<file path="src/rtl/fpc_pkg.sv">
package fpc_pkg;

  typedef enum logic [1:0] {
    REL_GT = 2'd0,
    REL_LT = 2'd1,
    REL_EQ = 2'd2,
    REL_UN = 2'd3
  } rel_e;

  typedef struct packed {
    logic sign;
    logic zero;
    logic inf;
    logic qnan;
    logic snan;
  } fclass_t;

  localparam logic [2:0] CC_GT = 3'b000;
  localparam logic [2:0] CC_LT = 3'b001;
  localparam logic [2:0] CC_EQ = 3'b100;
  localparam logic [2:0] CC_UN = 3'b111;

  // Map an ordering relation onto the {C3,C2,C0} triple
  function automatic logic [2:0] cc_of(input rel_e rel);
    case (rel)
      REL_GT:  cc_of = CC_GT;
      REL_LT:  cc_of = CC_LT;
      REL_EQ:  cc_of = CC_EQ;
      default: cc_of = CC_UN;
    endcase
  endfunction

  function automatic logic is_nan(input fclass_t c);
    is_nan = c.qnan | c.snan;
  endfunction

endpackage

</file>
<file path="src/rtl/fpc_classify.sv">
module fpc_classify
  import fpc_pkg::*;
#(
  parameter int EXP_W  = 8,
  parameter int FRAC_W = 23
) (
  input  logic [EXP_W+FRAC_W:0]   opnd_i,
  output fclass_t                 cls_o,
  output logic [EXP_W+FRAC_W-1:0] mag_o
);
  localparam int W      = 1 + EXP_W + FRAC_W;
  localparam int MAG_W  = W - 1;
  localparam int QBIT   = FRAC_W - 1;

  logic [EXP_W-1:0]  exp_f;
  logic [FRAC_W-1:0] frac_f;
  logic              sign_f;

  function automatic logic exp_full(input logic [EXP_W-1:0] e);
    exp_full = &e;
  endfunction

  function automatic logic exp_empty(input logic [EXP_W-1:0] e);
    exp_empty = ~|e;
  endfunction

  function automatic logic frac_any(input logic [FRAC_W-1:0] f);
    frac_any = |f;
  endfunction

  assign sign_f = opnd_i[W-1];
  assign exp_f  = opnd_i[MAG_W-1:FRAC_W];
  assign frac_f = opnd_i[FRAC_W-1:0];
  assign mag_o  = opnd_i[MAG_W-1:0];

  always_comb begin
    cls_o.sign = sign_f;
    cls_o.zero = exp_empty(exp_f) & ~frac_any(frac_f);
    cls_o.inf  = exp_full(exp_f)  & ~frac_any(frac_f);
    cls_o.qnan = exp_full(exp_f)  & frac_f[QBIT];
    cls_o.snan = exp_full(exp_f)  & ~frac_f[QBIT] & frac_any(frac_f);
  end

endmodule

</file>
<file path="src/rtl/fpc_order.sv">
module fpc_order
  import fpc_pkg::*;
#(
  parameter int MAG_W = 31
) (
  input  fclass_t          cls_a_i,
  input  fclass_t          cls_b_i,
  input  logic [MAG_W-1:0] mag_a_i,
  input  logic [MAG_W-1:0] mag_b_i,
  output rel_e             rel_o,
  output logic             mag_gt_o,
  output logic             mag_eq_o
);
  logic both_zero;
  logic unordered;
  logic sign_split;

  assign mag_gt_o   = mag_a_i > mag_b_i;
  assign mag_eq_o   = mag_a_i == mag_b_i;
  assign both_zero  = cls_a_i.zero & cls_b_i.zero;
  assign unordered  = is_nan(cls_a_i) | is_nan(cls_b_i);
  assign sign_split = cls_a_i.sign ^ cls_b_i.sign;

  always_comb begin
    if (unordered)        rel_o = REL_UN;
    else if (both_zero)   rel_o = REL_EQ;
    else if (sign_split)  rel_o = cls_a_i.sign ? REL_LT : REL_GT;
    else if (mag_eq_o)    rel_o = REL_EQ;
    else if (mag_gt_o ^ cls_a_i.sign) rel_o = REL_GT;
    else                  rel_o = REL_LT;
  end

endmodule

</file>
<file path="src/rtl/fpc_cmp.sv">
module fpc_cmp
  import fpc_pkg::*;
#(
  parameter int EXP_W       = 8,
  parameter int FRAC_W      = 23,
  parameter bit SIG_ON_QNAN = 1'b0
) (
  input  logic                    clk,
  input  logic                    rst_n,
  input  logic                    start_i,
  input  logic [EXP_W+FRAC_W:0]   st0_i,
  input  logic [EXP_W+FRAC_W:0]   src_i,
  input  logic                    inv_mask_i,
  output logic [2:0]              cc_o,
  output logic                    valid_o,
  output logic                    inv_o,
  output logic                    exc_o,
  output logic                    qnan_o,
  output logic                    snan_o
);
  localparam int W     = 1 + EXP_W + FRAC_W;
  localparam int MAG_W = W - 1;
  localparam int NOPS  = 2;

  logic [W-1:0]     opnd   [NOPS];
  fclass_t          cls    [NOPS];
  logic [MAG_W-1:0] mag    [NOPS];

  assign opnd[0] = st0_i;
  assign opnd[1] = src_i;

  for (genvar g = 0; g < NOPS; g++) begin : g_cls
    fpc_classify #(.EXP_W(EXP_W), .FRAC_W(FRAC_W)) u_cls (
      .opnd_i (opnd[g]),
      .cls_o  (cls[g]),
      .mag_o  (mag[g])
    );
  end

  rel_e rel;
  logic mag_gt;
  logic mag_eq;

  fpc_order #(.MAG_W(MAG_W)) u_ord (
    .cls_a_i  (cls[0]),
    .cls_b_i  (cls[1]),
    .mag_a_i  (mag[0]),
    .mag_b_i  (mag[1]),
    .rel_o    (rel),
    .mag_gt_o (mag_gt),
    .mag_eq_o (mag_eq)
  );

  // Named events for the checker and for waveform reading
  logic any_qnan;
  logic any_snan;
  logic inv_hit;
  logic exc_hit;

  assign any_qnan = cls[0].qnan | cls[1].qnan;
  assign any_snan = cls[0].snan | cls[1].snan;

  if (SIG_ON_QNAN) begin : g_pol_all
    assign inv_hit = any_snan | any_qnan;
  end else begin : g_pol_sig
    assign inv_hit = any_snan;
  end

  assign exc_hit = inv_hit & ~inv_mask_i;

  always_ff @(posedge clk or negedge rst_n) begin
    if (!rst_n) begin
      cc_o    <= CC_GT;
      valid_o <= 1'b0;
      inv_o   <= 1'b0;
      exc_o   <= 1'b0;
      qnan_o  <= 1'b0;
      snan_o  <= 1'b0;
    end else begin
      valid_o <= start_i;
      if (start_i) begin
        cc_o   <= cc_of(rel);
        inv_o  <= inv_hit;
        exc_o  <= exc_hit;
        qnan_o <= any_qnan;
        snan_o <= any_snan;
      end
    end
  end

endmodule

</file>
<file path="config.mk">
export PLATFORM = sky130hd
export DESIGN_NAME = fpc_cmp
export DESIGN_NICKNAME = d
export VERILOG_FILES = /design/src/rtl/fpc_pkg.sv /design/src/rtl/fpc_classify.sv /design/src/rtl/fpc_order.sv /design/src/rtl/fpc_cmp.sv
export SDC_FILE = /design/constraint.sdc
export NUM_CORES = 1
export LEC_CHECK = 0
export BUFFER_PORTS_ARGS = -buffer_cell sky130_fd_sc_hd__buf_4
export CORE_ASPECT_RATIO = 1.2
export CORE_MARGIN = 2
export CORE_UTILIZATION = 44
export DETAILED_ROUTE_END_ITERATION = 8
export PLACE_DENSITY_LB_ADDON = 0.12
export SKIP_CTS_REPAIR_TIMING = 1
export SYNTH_ARGS = -nofsm -noshare
export SYNTH_HDL_FRONTEND = slang
export SYNTH_SLANG_ARGS = --single-unit
</file>
<file path="constraint.sdc">
create_clock -name clk -period 1.1 [get_ports clk]
set_clock_uncertainty 0.1 [all_clocks]
set_input_delay 0.11 -clock clk [delete_from_list [all_inputs] [get_ports clk]]
set_output_delay 0.11 -clock clk [all_outputs]
set_load 0.1 [all_outputs]
</file>
### Yosys cells after proc, flatten, opt, wreduce, memory -nomap -nowiden

Cells that the tools add are included.

* reduce and logical (&&, ||, !) cells: 9
* magnitude comparators: 1
* equality and inequality tests: 3
* multiplexer cells: 7
* bitwise gates (word level): 22

Operator list (number)
* 23-bit OR reduction: 2
* 31-bit equality test: 1
* 31-bit > comparator: 1
* 8-bit AND reduction: 2
* 8-bit OR reduction: 2
* 1-bit bitwise AND: 10
* 3-bit one-hot mux with 3 select lines: 1
* 2-bit 2-to-1 mux: 4
* 1-bit NOT: 5
* 1-bit bitwise OR: 5
* 2-bit by 1-bit equality test with 1-bit output (second input constant): 1
* 2-bit equality test (second input constant): 1
* 1-bit zero test: 2
* 2-bit zero test: 1
* 1-bit 2-to-1 mux: 2
* 1-bit XOR: 2

* logic and storage cells: 47
* output and inout port bits: 8
* bits in registers: 7

### Depth between registers and ports, before layout

Gate-level depths: netlist of run 1.

* depth in word-level cells: 9
* depth in mapped cells: 8
* depth with buffers taken out: 8

### Modules after synthesis

From an unflattened synthesis of run 1, not the netlist that was laid out.

* cell total of the unflattened synthesis: 253
* area total of the unflattened synthesis: 1898.1 sq um

By module, submodules not included
* fpc_order: sequential area each 0.0 sq um, times used 1, area each 910.9 sq um, cells an instance 128
* fpc_classify: sequential area each 0.0 sq um, times used 2, area each 354.1 sq um, cells an instance 51
* fpc_cmp: sequential area each 175.2 sq um, times used 1, area each 279.0 sq um, cells an instance 23

### Worst setup path after synthesis of run 1

Ideal clock, no wire load.

* path type: input port to flip-flop
* start point: input port src_i[2]
* end point: register cc_o[0]
* arrival: 1881 ps
* path slack: -1002 ps
* cell stages on the path: 8
* path buffers: 0
* cells stage by stage: inv_1 > ha_1 > a21oi_1 > a21oi_1 > o31a_1 > o41a_1 > or3b_1 > a32o_1

* word-level cells in the longest chain between the ends: 9
* elaborated cells on any way between the ends: 19
* those cells by class: order compare: 1; eq/ne: 3; mux: 6; bitwise: 7; reduce/logical: 2

RTL lines
* from (decl): line fpc_cmp.sv:12 `input logic [EXP_W+FRAC_W:0] src_i,`
* 31-bit > comparator: line fpc_order.sv:18 `assign mag_gt_o = mag_a_i > mag_b_i;`
* 1-bit XOR: line fpc_order.sv:29 `else if (mag_gt_o ^ cls_a_i.sign) rel_o = REL_GT;`
* 1-bit 2-to-1 mux: line fpc_order.sv:29
* 2-bit 2-to-1 mux: line fpc_order.sv:28 `else if (mag_eq_o) rel_o = REL_EQ;`
* 2-bit 2-to-1 mux: line fpc_order.sv:27 `else if (sign_split) rel_o = cls_a_i.sign ? REL_LT : REL_GT;`
* 2-bit 2-to-1 mux: line fpc_order.sv:26 `else if (both_zero) rel_o = REL_EQ;`
* 2-bit 2-to-1 mux *: line fpc_order.sv:25 `if (unordered) rel_o = REL_UN;`
* 2-bit equality test (tied with other cells): line fpc_pkg.sv:25 `case (rel)`
* 3-bit one-hot mux with 3 select lines *: line fpc_pkg.sv:25
* to (signal assigned): line fpc_cmp.sv:82 `cc_o <= cc_of(rel);`
* to (decl): line fpc_cmp.sv:14 `output logic [2:0] cc_o,`

Mark *: on every way between the ends. The rest lies on a longest branch, timed or not.
A chain may end at the register's enable or synchronous reset.

### Final worst setup path of run 1

* start point: input port st0_i[1]
* end point: register cc_o[0]

* word-level cells in the longest chain between the ends: 9
* elaborated cells on any way between the ends: 19
* those cells by class: order compare: 1; eq/ne: 3; mux: 6; bitwise: 7; reduce/logical: 2

RTL lines
* from (decl): line fpc_cmp.sv:11 `input logic [EXP_W+FRAC_W:0] st0_i,`
* 31-bit > comparator: line fpc_order.sv:18
* 1-bit XOR: line fpc_order.sv:29
* 1-bit 2-to-1 mux: line fpc_order.sv:29
* 2-bit 2-to-1 mux: line fpc_order.sv:28
* 2-bit 2-to-1 mux: line fpc_order.sv:27
* 2-bit 2-to-1 mux: line fpc_order.sv:26
* 2-bit 2-to-1 mux *: line fpc_order.sv:25
* 2-bit equality test (tied with other cells): line fpc_pkg.sv:25
* 3-bit one-hot mux with 3 select lines *: line fpc_pkg.sv:25

Marks and branches as above.

==> results of run 1 <==
==> metrics by stage <==
stage	TNS [ps]	hold WS (ps)	setup slack, ps
finish	-2470	-28.9	-859
detailed placement	-3610	-174	-1110
floorplan	-1320	-286	-923
global placement	-3580	-176	-1080
CTS	-2640	-447	-854
global route	-2740	-36.0	-946
==> flip-flops by register name, summed over array words and instances, names as in the netlist <==
register,flops
valid_o,1
inv_o,1
exc_o,1
qnan_o,1
cc_o,3
==> cell type report <==
type                            count  area, um2
Timing Repair Buffer              116        966
Multi-Input combinational cell    124       1200
Tap cell                           34       42.5
Sequential cell                     7        184
Fill cell                          99        191
Clock buffer                        4       26.3
Inverter                           34        153
==> metal layers <==
| metal | GRT usage (%) | vias up | share of wire (%) |
|---|---|---|---|
| met5 | 0 | - | 0 |
| met1 | 29.7 | 911 | 33 |
| li1 | - | 857 | - |
| met3 | 4.31 | 64 | 6.2 |
| met2 | 52.8 | 142 | 53 |
| met4 | 8.33 | 0 | 8.1 |
==> power breakdown <==
part	total (mW)	internal (mW)	switching (mW)
sequential	0.295	0.277	0.0179
combinational	1.01	0.482	0.526
clock	0.267	0.140	0.127
total	1.57	0.900	0.671
==> path summary, 6_finish.rpt <==
path	from	end	slack, ps	cells past startpoint
min in group asynchronous	rst_n	inv_o	100	2
max	st0_i[1]	cc_o[0]	-860	8
max reg2reg	cc_o[0]	cc_o[0]	10	2
max in group asynchronous	rst_n	inv_o	660	2
min reg2reg	cc_o[1]	cc_o[1]	450	1
min	start_i	valid_o	-30	1
==> synthesized netlist by cell type (all sizes together) <==
library cell,count,share of area (%)
or3b,1,0.69
a32o,1,0.79
nand2b,1,0.50
ha,31,31
a22oi,1,0.60
nand3,8,3.2
nor2,8,2.4
o21ai,5,2.0
o32a,1,0.79
o22ai,1,0.50
nor4,14,6.9
nand3b,1,0.60
inv,34,10
o31a,1,0.69
o41a,1,0.89
a21o,3,1.8
and4,4,2.8
o21a,1,0.60
a21oi,13,5.2
and3b,1,0.69
buf,1,0.60
nand4,9,4.5
a211oi,1,0.99
nor3,4,1.6
nand2,7,2.1
a21boi,1,0.60
a221oi,2,1.4
clkbuf,1,0.30
dfrtp,7,14
or2,1,0.50
or3,1,0.50
o22a,1,0.69
==> cell families (layout without fill, tap and decap cells) <==
logic type | count (synthesis) | in the layout | share of synthesized area, %
simple gates | 60 | 60 | 26.9
buf+inv | 36 | 154 | 11.0
compound gates | 33 | 33 | 17.5
fa+ha+maj | 31 | 31 | 30.8
flops | 7 | 7 | 13.9
==> cell usage in the layout, fill, tap and decap left out, types with 3 or more instances in the layout <==
cell type and count:
clkbuf_4 3, nand2_1 5, a21o_1 3, and4_1 4, nand3_2 3, inv_1 24, ha_4 10, nand3_1 4
nor4_1 9, dfrtp_2 4, a21oi_1 11, nor3_1 3, inv_4 3, inv_2 5, buf_4 96, nand4_1 9
nor4_2 3, buf_6 16, nor2_1 7, ha_1 21, o21ai_0 4
==> impl_metrics.tcl, run 1 <==
set metrics [dict create \
    timing.fmax_ghz 0.510 \
    fin_total_pwr_mw 1.57 \
    rsz0062_at_grt "yes" \
    start_util_pct 45.7 \
    dr.first_iter.drc_count 66 \
    wl_per_cell_um 20.9 \
    grt_max_degree 13 \
    layoutNonFillerInstCount 319 \
    io_buffers 75 \
    outcome "finished with violations" \
    place_area_um2 2290 \
    critPathRequiredTime_ps 1160 \
    finalSetupViolations 8 \
    worst_ep_arrival_time_ps 2010 \
    area_growth_syn_to_layout_pct 104 \
    synthDistinctLibCells 32 \
    coreArea_um2 2760 \
    period_needed_ps 1960 \
    worstMarginPinSlew_ps 426 \
    ys_warn_count 0 \
    antenna_found_initial 0 \
    ios 76 \
    cts_max_path_buffers 2 \
    synth.avg_cell_area_um2 7.55 \
    critPathMaxFanout 2 \
    synth_nets 266 \
    vias 1974 \
    first_global_vias 1727 \
    finalNetCount 385 \
    drtPass1Iterations 4 \
    clock_latency_ps 260 \
    critPathKind "input port to flip-flop" \
    final_util_pct 93.1 \
    numClockSinks 7 \
    antenna_left 0 \
    rows 21 \
    crit_family "compound AO/OA/AOI/OAI gates" \
    power_density_nw_per_um2 612 \
    cts_tree "built" \
    die_area_um2 3310 \
    min_period_over_period_pct 178 \
    dp_hpwl_mm 3.91 \
    slew_violations 0 \
    synth_seq_area_share_pct 13.9 \
    clkTransAtPathRegs_ps 70 \
    wirelength_mm 6.67 \
    ir_drop_mv 0.922 \
    cts-root-buf "clkbuf_4" \
    grtUsageTotal_pct 27.8 \
    violations "negative hold slack, negative setup slack" \
    slew_headroom_pct 71.3 \
    cts_made_buffers 3 \
    drive_gt1_share_pct 56.8 \
    max_stage_delay_ps 400 \
    whs_ps -28.9 \
    cp_cell_sequence "buf_4 -> ha_1 -> nand3b_1 -> a21oi_1 -> o31a_1 -> o41a_1 -> or3b_1 -> a32o_1" \
    ys_ff_latch 7 \
    overflow 0 \
    antenna_cells 0 \
    grt_pass1_wl_mm 7.07 \
    worst_setup_path_end_kind "flip-flop" \
    slowest_stage "o41a_1" \
    die_y_um 62.7 \
    syn-cell-area_um2 1260 \
    hold_path_class "input port to flip-flop" \
    synthCells 167 \
    crit_path_start_kind "input port" \
    via_per_inst 6.19 \
    max-cap-violations 0 \
    h-tree-depth 1 \
    worst-path-buf-inv 1 \
    fin_ws_ps -859 \
    hold_viol 1 \
    die_w_um 52.9 \
    final_cell_area_um2 2570 \
    dp.cells 311 \
    p_leak_nw 1.26 \
    place_congestion 0.866 \
    drc 0 \
]
No activity file was read; power rests on OpenSTA's default activity.
==> run 2: changes to the inputs <==
--- a/config.mk
+++ b/config.mk
@@ -6,7 +6,6 @@
 export NUM_CORES = 1
 export LEC_CHECK = 0
 export BUFFER_PORTS_ARGS = -buffer_cell sky130_fd_sc_hd__buf_4
-export CORE_ASPECT_RATIO = 1.2
 export CORE_MARGIN = 2
 export CORE_UTILIZATION = 44
 export DETAILED_ROUTE_END_ITERATION = 8
==> run 2 against run 1 <==
Against the previous run:
- the run ends with negative setup slack left
- cell count fell by 0.63%
- clock power fell by 5%
- total power fell by 2.1%
- worst hold slack improved by 77 ps
- die area barely moved
- critical path depth did not move
- sequential power barely moved
- first-iteration DRC count rose to 3.4 times the previous value
- wire length fell by 3.7%
- final area fell by 1.6%
- sequential share of layout area rose by 0.11 points
- via count fell by 0.56%
- critical path type unchanged
- critical endpoint unchanged
==> impl_metrics.tcl, run 2 (synthesized netlist as in run 1, its figures left out) <==
set metrics [dict create \
    outcome "finished with violations" \
    violations "negative setup slack" \
    area_growth_syn_to_layout_pct 100 \
    p_switching_mw 0.647 \
    dp_hpwl_mm 3.97 \
    wl_per_cell_um 20.3 \
    vias 1963 \
    grtUsageTotal_pct 27.5 \
    final_cell_area_um2 2530 \
    power_density_nw_per_um2 609 \
    clkTransAtPathRegs_ps 60 \
    numClockSinks 7 \
    worstMarginPinSlew_ps 378 \
    critPathRequiredTime_ps 1140 \
    hold_viol 0 \
    drive_gt1_share_pct 55.9 \
    swShare_pct 42.1 \
    fin_ws_ps -914 \
    die_area_um2 3310 \
    slew_headroom_pct 74.6 \
    ios 76 \
    grt_max_degree 13 \
    antenna_found_initial 0 \
    critPathKind "input port to flip-flop" \
    nFillCells 111 \
    wl_met3_um 460 \
    largest_reg_flops 3 \
    slowest_stage "o41a_1" \
    overflow 0 \
    ir_drop_mv 1.39 \
    hold_path_class "input port to flip-flop" \
    clock_power_share_pct 16.5 \
    p_comb_share_pct 64.3 \
    clock_latency_ps 260 \
    regMostFlops "cc_o" \
    worstReg2RegEnd "cc_o[0]" \
    routedLengthMet1_mm 2.28 \
    rsz0062_at_grt "yes" \
    dr.first_iter.drc_count 222 \
    drc 0 \
    die_y_um 57.5 \
    pwr-share-seq_pct 19.1 \
    max-cap-violations 0 \
    via_per_inst 6.19 \
    slew_violations 0 \
    place_area_um2 2300 \
    crit_end "cc_o[0]" \
    final_common_cell "buf_4" \
    p_leak_nw 1.25 \
    grt_pass1_wl_mm 7.27 \
    worst_ep_arrival_time_ps 2050 \
    startpoint "st0_i[1]" \
    coreArea_um2 2730 \
    rows 19 \
    timing.fmax_ghz 0.497 \
    timing.reg2reg.worst_path_depth 2 \
    finalNetCount 386 \
    antenna_left 0 \
    layout_common_cells "buf_4 (102), inv_1 (23), ha_1 (20)" \
    antenna_cells 0 \
    top_layer_used "met4" \
    cts_tree "built" \
    fin_total_pwr_mw 1.54 \
    place_congestion 0.904 \
    crit_path_start_kind "input port" \
    max_stage_delay_ps 420 \
    r2r_setup_slack_ps 10 \
    critPathMaxFanout 2 \
    reg2reg_from "cc_o[0]" \
    h-tree-depth 1 \
    cts_max_path_buffers 2 \
    cp_cell_sequence "buf_4 -> ha_1 -> nand3b_1 -> a21oi_1 -> o31a_1 -> o41a_1 -> or3b_1 -> a32o_1" \
    drtPass1Iterations 4 \
    period_needed_ps 2010 \
    die_w_um 57.5 \
    cts-root-buf "clkbuf_4" \
    p_int_mw 0.891 \
    first_global_vias 1808 \
    cts_made_buffers 3 \
    start_util_pct 46.1 \
    io_buffers 75 \
    finalSetupViolations 7 \
    wirelength_mm 6.43 \
    worst_setup_path_end_kind "flip-flop" \
    met2_length_mm 3.39 \
    min_period_over_period_pct 183 \
]
[run 2: cell count changes in the layout (fill, tap and decap cells not counted), sizes merged]
cell / previous run / this run
dlygate4sd3: 1 / 2
[run 2: final cells by class]
class / instances / area, um2 / area share [%]
clock buffers: 4 / 26.3 / 1.04
repair buffers: 117 / 950 / 37.6
inverters: 34 / 153 / 6.04
well taps: 31 / 38.8 / 1.53
flip-flops and latches: 7 / 184 / 7.28
multi-input cells: 124 / 1180 / 46.5
[run 2: worst min path at each step]
stage | cells after the start | end | start | slack (ps)
floorplan | 0 | cc_o[0] | rst_n | -290
detailed placement | 1 | cc_o[0] | rst_n | -170
finish | 2 | inv_o | start_i | 50
CTS | 1 | cc_o[2] | rst_n | -440
global route | 2 | inv_o | start_i | 40
global placement | 1 | cc_o[0] | rst_n | -180
[run 2: power groups by stage]
stage                     registers, mW  logic (mW)  clock network (mW)
final                             0.294       0.990               0.254
after global routing              0.295        1.05               0.274
after CTS                         0.287       0.868               0.244
after detailed placement          0.291       0.864                   0
after global placement            0.290       0.828                   0
after floorplan                   0.414       0.291                   0
[run 2: worst max-delay path, delay by kind of cell]
kind | cells | cell delay (ps)
compound gates | 4 | 1030
simple gates | 2 | 470
fa+ha+maj | 1 | 310
buf+inv | 1 | 130
[run 2: per-stage QoR]
stage          std cells  util (%)  hold WS, ps  worst slack (ps)  setup TNS (ps)
2_1_floorplan        167         -         -286              -923           -1320
3_3_place_gp         310      84.1         -178             -1080           -3740
3_5_place_dp         310      84.1         -174             -1120           -3850
4_1_cts              314      85.1         -443              -876           -2790
5_1_grt              317      92.4         40.9              -955           -3340
6_report             317      92.4         48.4              -914           -3150
[run 2: per-layer routing]
| metal | up-vias | track usage [%] |
|---|---|---|
| li1 | 859 | - |
| met2 | 135 | 56.5 |
| met3 | 33 | 2.49 |
| met1 | 936 | 30.4 |
| met5 | - | 0 |
| met4 | 0 | 3.99 |
